<file path="src/rtl/dbg_trig_seq_pkg.sv">
package dbg_trig_seq_pkg;
  localparam int CH_N  = 3;   // comparator channels
  localparam int CH_W  = 2;   // channel index width
  localparam int CTL_W = 4;   // control word width
  localparam int ST_W  = 2;   // state code width
  localparam int STG_N = 3;   // intermediate states

  typedef enum logic [1:0] {
    ST_S1  = 2'd0,
    ST_S2  = 2'd1,
    ST_S3  = 2'd2,
    ST_FIN = 2'd3
  } seq_state_t;

  typedef enum logic [1:0] {
    EV_NONE = 2'd0,
    EV_M01  = 2'd1,
    EV_M1   = 2'd2,
    EV_M2   = 2'd3
  } ev_sel_t;

  // One table entry: {take, next state} for control code and winning channel.
  function automatic logic [ST_W:0] route_entry(input logic [CTL_W-1:0] code, input int ch);
    logic [ST_W-1:0] dst;
    logic            take;
    logic [ST_W-1:0] nxt;
    dst  = code[3:2];
    take = 1'b0;
    nxt  = ST_S1;
    case (ev_sel_t'(code[1:0]))
      EV_M01: begin
        if (ch == 0 || ch == 1) begin take = 1'b1; nxt = dst;   end
        else if (ch == 2)       begin take = 1'b1; nxt = ST_S1; end
      end
      EV_M1: begin
        if (ch == 1)      begin take = 1'b1; nxt = dst;    end
        else if (ch == 0) begin take = 1'b1; nxt = ST_FIN; end
      end
      EV_M2: begin
        if (ch == 2)      begin take = 1'b1; nxt = dst;   end
        else if (ch == 1) begin take = 1'b1; nxt = ST_S1; end
      end
      default: begin take = 1'b0; nxt = ST_S1; end
    endcase
    return {take, nxt};
  endfunction
endpackage

</file>
<file path="src/rtl/dbg_trig_prio.sv">
module dbg_trig_prio
  import dbg_trig_seq_pkg::*;
#(
  parameter int N  = CH_N,
  parameter int IW = CH_W
) (
  input  logic [N-1:0]  req_i,
  output logic [IW-1:0] idx_o,
  output logic          vld_o
);
  // lowest set channel wins
  always_comb begin
    idx_o = '0;
    vld_o = |req_i;
    for (int k = N - 1; k >= 0; k--) begin
      if (req_i[k]) idx_o = IW'(k);
    end
  end

  always_comb begin
    if (vld_o) begin
      assert_lowest_wins_R6: assert (req_i[idx_o] && ((req_i & ((N'(1) << idx_o) - N'(1))) == '0));
    end
  end
endmodule

</file>
<file path="src/rtl/dbg_trig_rules.sv">
module dbg_trig_rules
  import dbg_trig_seq_pkg::*;
#(
  parameter int CW = CTL_W,
  parameter int IW = CH_W,
  parameter int SW = ST_W
) (
  input  logic [CW-1:0] ctl_i,
  input  logic [IW-1:0] win_i,
  input  logic          win_vld_i,
  output logic          take_o,
  output logic [SW-1:0] dst_o
);
  localparam int NCODE = 1 << CW;
  localparam int NSLOT = 1 << IW;

  // full lookup: every control code against every channel slot
  logic [SW:0] tbl [NCODE][NSLOT];

  generate
    for (genvar c = 0; c < NCODE; c++) begin : g_code
      for (genvar k = 0; k < NSLOT; k++) begin : g_slot
        if (k < CH_N) begin : g_live
          assign tbl[c][k] = (SW+1)'(route_entry(CTL_W'(c), k));
        end else begin : g_pad
          assign tbl[c][k] = '0;
        end
      end
    end
  endgenerate

  logic [SW:0] hit;
  assign hit    = tbl[ctl_i][win_i];
  assign take_o = win_vld_i & hit[SW];
  assign dst_o  = hit[SW-1:0];
endmodule

</file>
<file path="src/rtl/dbg_trig_core.sv">
module dbg_trig_core
  import dbg_trig_seq_pkg::*;
#(
  parameter int SW = ST_W,
  parameter int SN = STG_N
) (
  input  logic                  clk,
  input  logic                  rst,
  input  logic                  arm_i,
  input  logic [SN-1:0]         take_v_i,
  input  logic [SN-1:0][SW-1:0] dst_v_i,
  input  logic [SN-1:0]         idle_v_i,
  output logic [SW-1:0]         state_o,
  output logic                  trig_o
);
  logic [SW-1:0] state_q;
  logic          trig_q;
  logic          armed_q;
  logic          take_c;
  logic [SW-1:0] dst_c;
  logic          idle_c;

  // pick the rule outputs of the current state
  always_comb begin
    take_c = 1'b0;
    dst_c  = state_q;
    idle_c = 1'b0;
    for (int s = 0; s < SN; s++) begin
      if (state_q == SW'(s)) begin
        take_c = take_v_i[s];
        dst_c  = dst_v_i[s];
        idle_c = idle_v_i[s];
      end
    end
  end

  always_ff @(posedge clk) begin
    if (rst) begin
      state_q <= ST_S1;
      trig_q  <= 1'b0;
      armed_q <= 1'b0;
    end else if (arm_i) begin
      state_q <= ST_S1;
      trig_q  <= 1'b0;
      armed_q <= 1'b1;
    end else if (armed_q && take_c) begin
      state_q <= dst_c;
      trig_q  <= (dst_c == ST_FIN);
    end
  end

  assign state_o = state_q;
  assign trig_o  = trig_q;

  assert_unarmed_idle_R1: assert property (@(posedge clk) disable iff (rst)
    (!armed_q && !arm_i) |=> (state_q == ST_S1 && !trig_q));

  assert_arm_restart_R2: assert property (@(posedge clk) disable iff (rst)
    arm_i |=> (state_q == ST_S1 && !trig_q));

  assert_none_holds_R4: assert property (@(posedge clk) disable iff (rst)
    (armed_q && !arm_i && state_q != ST_FIN && idle_c) |=> $stable(state_q));

  assert_final_holds_R7: assert property (@(posedge clk) disable iff (rst)
    (state_q == ST_FIN && !arm_i) |=> (state_q == ST_FIN && trig_q));

  assert_trig_tracks_R7: assert property (@(posedge clk) disable iff (rst)
    trig_q == (state_q == ST_FIN));
endmodule

</file>
<file path="src/rtl/dbg_trig_seq.sv">
module dbg_trig_seq
  import dbg_trig_seq_pkg::*;
(
  input  logic                clk,
  input  logic                rst,
  input  logic                arm_i,
  input  logic [CH_N-1:0]     match_i,
  input  logic [CTL_W-1:0]    ctl1_i,
  input  logic [CTL_W-1:0]    ctl2_i,
  input  logic [CTL_W-1:0]    ctl3_i,
  output logic [ST_W-1:0]     state_o,
  output logic                trig_o
);
  logic [STG_N-1:0][CTL_W-1:0] ctl_v;
  logic [CH_W-1:0]             win_idx;
  logic                        win_vld;
  logic [STG_N-1:0]            take_v;
  logic [STG_N-1:0][ST_W-1:0]  dst_v;
  logic [STG_N-1:0]            idle_v;

  assign ctl_v = {ctl3_i, ctl2_i, ctl1_i};

  dbg_trig_prio #(.N(CH_N), .IW(CH_W)) u_prio (
    .req_i (match_i),
    .idx_o (win_idx),
    .vld_o (win_vld)
  );

  generate
    for (genvar s = 0; s < STG_N; s++) begin : g_stage
      dbg_trig_rules #(.CW(CTL_W), .IW(CH_W), .SW(ST_W)) u_rules (
        .ctl_i     (ctl_v[s]),
        .win_i     (win_idx),
        .win_vld_i (win_vld),
        .take_o    (take_v[s]),
        .dst_o     (dst_v[s])
      );
      assign idle_v[s] = (ctl_v[s][1:0] == EV_NONE);
    end
  endgenerate

  dbg_trig_core #(.SW(ST_W), .SN(STG_N)) u_core (
    .clk      (clk),
    .rst      (rst),
    .arm_i    (arm_i),
    .take_v_i (take_v),
    .dst_v_i  (dst_v),
    .idle_v_i (idle_v),
    .state_o  (state_o),
    .trig_o   (trig_o)
  );
endmodule

</file>
<file path="config.mk">
export PLATFORM = sky130hd
export DESIGN_NAME = dbg_trig_seq
export DESIGN_NICKNAME = d
export VERILOG_FILES = /design/src/rtl/dbg_trig_seq_pkg.sv /design/src/rtl/dbg_trig_prio.sv /design/src/rtl/dbg_trig_rules.sv /design/src/rtl/dbg_trig_core.sv /design/src/rtl/dbg_trig_seq.sv
export SDC_FILE = /design/constraint.sdc
export NUM_CORES = 1
export LEC_CHECK = 0
export ABC_AREA = 1
export BUFFER_PORTS_ARGS = -buffer_cell sky130_fd_sc_hd__buf_4
export CELL_PAD_IN_SITES_DETAIL_PLACEMENT = 0
export CELL_PAD_IN_SITES_GLOBAL_PLACEMENT = 1
export CORE_MARGIN = 2
export CORE_UTILIZATION = 35
export DETAILED_ROUTE_END_ITERATION = 8
export PLACE_DENSITY = 0.92
export SLEW_MARGIN = 10
export SYNTH_ARGS = -nofsm -noshare
export SYNTH_HDL_FRONTEND = slang
export SYNTH_SLANG_ARGS = --single-unit
</file>
<file path="constraint.sdc">
create_clock -name clk -period 2.4 [get_ports clk]
set_input_delay 0.24 -clock clk [delete_from_list [all_inputs] [get_ports clk]]
set_output_delay 0.24 -clock clk [all_outputs]
set_load 0.02 [all_outputs]
</file>
[Word level (Yosys, flattened, before mapping)]
Memories as Yosys holds them, arrays and structs flattened.
Index checks and enable logic that the tools add are counted.
Storage, ports and cells
  flip-flop bits (word level): 4
  latch bits: 0
  bits in writable memories: 0
  ROM bits: 576
  bits of input ports: 18
  output and inout bits: 3
  word-level logic and storage cells: 48
  memories kept: 3
Cells by class
  add/subtract/negate cells: 0
  multiply operators: 0
  divide/modulo/power cells: 0
  $lt $le $gt $ge: 4
  equal/unequal tests: 3
  shift-type cells: 0
  mux-type cells: 24
  bitwise gates (word level): 7
  reduce and logical (&&, ||, !) cells: 4
Memory list
  (name not given): depth 16, bits a word 12, read ports 1, clocked after Yosys merged registers in 0, write ports 0, RTL line dbg_trig_rules.sv:33  | assign hit = tbl[ctl_i][win_i];
  (name not given): depth 16, bits a word 12, read ports 1, clocked after Yosys merged registers in 0, write ports 0, RTL line dbg_trig_rules.sv:33
  (name not given): depth 16, bits a word 12, read ports 1, clocked after Yosys merged registers in 0, write ports 0, RTL line dbg_trig_rules.sv:33
Operators by type and width (count)
  two-way mux 12 bit: 6
  binary-select mux 3 bit (select 2 bit): 3
  two-way mux 3 bit: 6
  >= comparator 5 bit (second input constant): 3
  inverter 4 -> 5 bit: 3
  two-way mux 2 bit: 6
  == test 2 bit (second input constant): 2
  bitwise AND 1 bit: 3
  >= comparator 3 bit (second input constant): 1
  two-way mux 1 bit: 3
  inverter 2 -> 3 bit: 1
  OR reduction 3 bit: 1
  == test 2 x 1 -> 1 bit (second input constant): 1
  zero test 2 bit: 1
  OR reduction 2 bit: 1
  logical AND 1 bit: 1

[Longest topological paths before layout]
  depth after elaboration: 12
  mapped depth: 12
  mapped depth without buffers: 12

[Modules after synthesis]
Synthesis repeated with hierarchy kept, for this count alone.
Unflattened totals
  cell total of the unflattened synthesis: 140
  area, all modules: 742.0 µm²
By module, submodules not included
  dbg_trig_rules (g_stage[0].u_rules ...): times used 2, cells an instance 29, area an instance 142.6 µm², seq. area each 0.0 µm²
  dbg_trig_core: times used 1, cells an instance 39, area an instance 244.0 µm², seq. area each 80.1 µm²
  dbg_trig_rules (g_stage[2].u_rules): times used 1, cells an instance 33, area an instance 170.2 µm², seq. area each 0.0 µm²
  dbg_trig_prio: times used 1, cells an instance 7, area an instance 31.3 µm², seq. area each 0.0 µm²
  dbg_trig_seq: times used 1, cells an instance 3, area an instance 11.3 µm², seq. area each 0.0 µm²

[Worst setup path before layout]
OpenSTA, ideal clock, no wires.
  path type: flip-flop to flip-flop
  from: register u_core.state_q[1] (netlist: u_core.state_o[1])
  to: register u_core.trig_q (netlist: u_core.trig_o)
  library setup time: 66 ps
  arrival: 1302 ps
  required time: 2334 ps
  path slack: 1032 ps
  stages on the path, launching flop included: 9
  buffers on the path: 0
  clock period less this slack: 1368 ps
  path through: dfxtp_1 > inv_1 > nor2_1 > nor2_1 > nand2_1 > nand2_1 > nand3_1 > nand2_1 > a21oi_2
On the way
  longest elaborated chain between the ends: 5
  elaborated cells on any way between the ends: 11
  classes of those cells: 3 x eq/ne; 6 x mux; 2 x reduce/logical
RTL lines
  start: declaration: RTL line dbg_trig_core.sv:16  | logic [SW-1:0] state_q;
  start signal: assignment: RTL line dbg_trig_core.sv:47  | state_q <= dst_c;
  zero test 2 bit: RTL line dbg_trig_core.sv:29  | if (state_q == SW'(s)) begin
  two-way mux 2 bit or two-way mux 1 bit (tied branches) (3 in a row): RTL line dbg_trig_core.sv:29
  == test 2 bit or logical AND 1 bit (tied branches): RTL line dbg_trig_core.sv:48, dbg_trig_core.sv:46
  end signal: assignment: RTL line dbg_trig_core.sv:48  | trig_q <= (dst_c == ST_FIN);
  end: declaration: RTL line dbg_trig_core.sv:17  | logic trig_q;
Several ways; a longest one is shown, not always the timed one.
A chain may end at the register's enable or synchronous reset.

[Worst setup path after layout]
Same ends and word-level chain as after synthesis.

==> Implementation_results.wiki <==
{| class="wikitable"
! Metric !! Value
|-
| Outcome || finished clean
|-
| Pin count of the biggest net entering global routing || 13
|-
| Finish-stage setup viols || 0
|-
| Sequential cell area fraction in the yosys report || 11.5%
|-
| Worst clock skew || 0.000992 ns
|-
| Delay contributed by the slowest stage of the critical path || 0.40 ns
|-
| Worst rel slew slack || 78.0%
|-
| Signed area change from the synthesized netlist to the final layout || 28.0%
|-
| Vias per inst || 4.45
|-
| Clock tree from TritonCTS || built
|-
| PortBufs || 20
|-
| Wire per inst || 9.31 um
|-
| Number of enable-type register cells in the synthesized netlist || 0
|-
| Cell taking the most area after synthesis || sky130_fd_sc_hd__nand2_1
|-
| Number of clock buffers inserted by TritonCTS || 3
|-
| Initial detailed-routing violation count || 9
|-
| DP Wirelength || 1.35 mm
|-
| Hold_buf cts || 0
|-
| Vias in the first global route || 719
|-
| Highest-utilization routing layer at the global route stage || met2
|-
| P_leak || 0.508 nW
|-
| Maximum ir drop on the vdd rail || 261 uV
|-
| Max-cap violations || 0
|-
| CTS Sinks || 4
|-
| Routed via count || 769
|-
| GR Util met2 || 26.7%
|-
| Slowest cell on the critical path || sky130_fd_sc_hd__dfxtp_1
|-
| Placed instance area || 871 sq um
|-
| Drt pass-1 iters || 4
|-
| Startpoint class of the critical path || flop
|-
| Number of cells produced by synthesis || 124
|-
| Antenna violations before repair || 0
|-
| Met3 Track Usage GR || 4.32%
|-
| Library cells used by synthesis || 17
|-
| ANT cells || 0
|-
| Category of the most critical setup path || flop to flop
|-
| Net count after synthesis || 151
|-
| Avg Inst Size Synth || 5.63 sq um
|-
| Total Power || 0.270 mW
|-
| Mapped cell area || 698 sq um
|-
| Count of cells along the worst register-to-register path || 8
|-
| Final setup margin || 0.977 ns
|-
| Number of post-CTS setup repair buffers || 0
|-
| Most common flop cell mapped by yosys || sky130_fd_sc_hd__dfxtp_1
|-
| Required arrival time at the worst endpoint || 2.57 ns
|-
| Final count of pins violating max slew || 0
|-
| Floorplan row count || 16
|-
| Hold slack final || 0.170 ns
|-
| Commonest cells after routing, fill and taps aside || sky130_fd_sc_hd__nand2_1, sky130_fd_sc_hd__inv_1, sky130_fd_sc_hd__buf_4
|-
| Insertion delay of the later-clocked pin in the worst-skew pair || 0.23 ns
|-
| Total Neg Setup Slack || 0 ns
|-
| Achievable Freq || 703 MHz
|-
| Number of antenna-violating nets in the routed design || 0
|-
| Clock transition at path regs || 0.04 ns
|-
| CTS root buffer || sky130_fd_sc_hd__clkbuf_4
|-
| Worst r2r dst || u_core.trig_o
|-
| Post-cts repair resize count || 0
|-
| Die Ht || 48.7 um
|-
| Global-route wire length before repair || 2.93 mm
|-
| Least-Margin Pin Slew || 0.329 ns
|-
| Number of H-tree levels || 1
|-
| Core outline area || 1920 sq um
|-
| Total routing usage reported by global routing || 15.1%
|-
| Endpoint of the worst hold-timing path || u_core.armed_q
|-
| Count of buffering cells on the critical path with inverters included || 1
|-
| Most numerous cell on the critical path || sky130_fd_sc_hd__nand2_1
|-
| Fraction of synthesis flops using an asynchronous set or reset pin || 0%
|-
| Number of hold-slack violations in the final timing report || 0
|-
| Total of flip-flops plus latches after synthesis || 4
|-
| Start point of the worst min-delay path || rst
|-
| Overall overflow remaining after global route || 0
|-
| Largest cells by area after synthesis || sky130_fd_sc_hd__nand2_1, sky130_fd_sc_hd__ha_1, sky130_fd_sc_hd__inv_1, sky130_fd_sc_hd__nand3_1, sky130_fd_sc_hd__dfxtp_1
|-
| Residual DRC || 0
|-
| Routability cong. || 0.822
|-
| Most frequent standard cell in the layout excluding fill and tap cells || sky130_fd_sc_hd__nand2_1
|-
| GR Util met1 || 18.7%
|-
| Cell class contributing the biggest share of worst-path delay || simple AND/OR/NAND/NOR gates
|-
| Place WS || 0.890 ns
|-
| Number of top-level pins || 21
|-
| Wirelength, routed || 1.61 mm
|-
| Area share of the leading cell type in the synthesized netlist || 19.9%
|-
| R2R setup slack || 0.98 ns
|-
| Die Width || 48.7 um
|-
| CP max FO || 5
|-
| Startpoint of the most critical register-to-register path || u_core.state_o[1]
|-
| Syn. warnings || 0
|-
| Pwr/cell area || 302 nW/um^2
|-
| Worst min path class || primary input to flop
|-
| Max Root-Sink Buffers || 2
|-
| Tmin final || 1.42 ns
|-
| NumNets Final || 175
|-
| Unrepaired setup endpoints after global routing || no
|-
| CP arrival || 1.59 ns
|-
| Initial Util || 36.3%
|-
| Period utilisation layout || 59.3%
|-
| Total die area || 2370 sq um
|-
| Depth of the worst hold-timing path || 2
|-
| Element type at the critical path end || flop
|-
| Cells along the critical path || inv_1 -> nor2_1 -> nor2_1 -> nand2_1 -> nand2_1 -> nand3_1 -> nand2_1 -> a21oi_2
|-
| Area of all placed cells without fillers || 893 sq um
|-
| Share of cells above drive strength 1 || 21.2%
|}
-- final cells by class --
type / instances / area, sq um
Inverter: 26 / 97.6
Fill cell: 228 / 1030
Tap cell: 27 / 33.8
Multi-Input combinational cell: 93 / 509
Timing Repair Buffer: 20 / 150
Clock buffer: 3 / 22.5
Sequential cell: 4 / 80.1
-- cell families (layout without fill, tap and decap cells) --
| logic type | Yosys count | count (layout) | synth area share [%] |
|---|---|---|---|
| and+or+nand+nor | 74 | 74 | 47.1 |
| DFF | 4 | 4 | 11.5 |
| buffers and inverters | 27 | 49 | 15.6 |
| AOI/OAI and AO/OA | 10 | 10 | 9.68 |
| adders and majority gates | 9 | 9 | 16.1 |
-- worst max path at each step --
stage                                 start                end  slack, ns  depth (start not counted)
after floorplan           u_core.state_o[1]      u_core.trig_o       1.03                          8
after detailed placement          ctl2_i[0]      u_core.trig_o       0.89                         12
after CTS                 u_core.state_o[1]      u_core.trig_o       0.96                          8
after global routing      u_core.state_o[0]  u_core.state_o[0]       0.77                         10
final                     u_core.state_o[1]      u_core.trig_o       0.98                          8
after global placement            ctl2_i[0]      u_core.trig_o       0.91                         12
-- routing by layer --
layer / share of wire, % / wire, um / vias to the layer above
met3: 2.4 / 39 / 0
met5: 0 / 0 / -
met4: 0 / 0 / 0
li1: - / - / 429
met2: 50 / 810 / 11
met1: 47 / 761 / 329
-- power breakdown --
part	switching [mW]	internal, mW	total [mW]
Combinational	0.0660	0.0506	0.117
Clock	0.0255	0.0558	0.0813
Sequential	0.00260	0.0694	0.0720
-- metrics by stage --
stage          cells  util [%]
2_1_floorplan    124         -
3_3_place_gp     170      45.3
3_5_place_dp     170      45.3
4_1_cts          173      46.5
5_1_grt          173      46.5
6_report         173      46.5
-- worst reg2reg max path, cell delays in order (launching register included) --
cell,delay [ns]
sky130_fd_sc_hd__dfxtp_1,0.40
sky130_fd_sc_hd__inv_1,0.10
sky130_fd_sc_hd__nor2_1,0.28
sky130_fd_sc_hd__nor2_1,0.09
sky130_fd_sc_hd__nand2_1,0.10
sky130_fd_sc_hd__nand2_1,0.06
sky130_fd_sc_hd__nand3_1,0.11
sky130_fd_sc_hd__nand2_1,0.09
sky130_fd_sc_hd__a21oi_2,0.13
-- cells in the mapped netlist (2+ instances only) --
library cell and count:
sky130_fd_sc_hd__nand2_2 3, sky130_fd_sc_hd__inv_1 26, sky130_fd_sc_hd__ha_1 9, sky130_fd_sc_hd__o211ai_1 2, sky130_fd_sc_hd__nand3_1 18, sky130_fd_sc_hd__dfxtp_1 4, sky130_fd_sc_hd__nand3b_1 2, sky130_fd_sc_hd__o21ai_0 3
sky130_fd_sc_hd__nand2_1 37, sky130_fd_sc_hd__nor2_1 12, sky130_fd_sc_hd__a21oi_2 2
-- sequential cells by signal, summed over array words and instances (netlist names) --
name            count
u_core.armed_q      1
u_core.trig_o       1
u_core.state_o      2
Note: power is estimated with default switching activity, not from simulation.
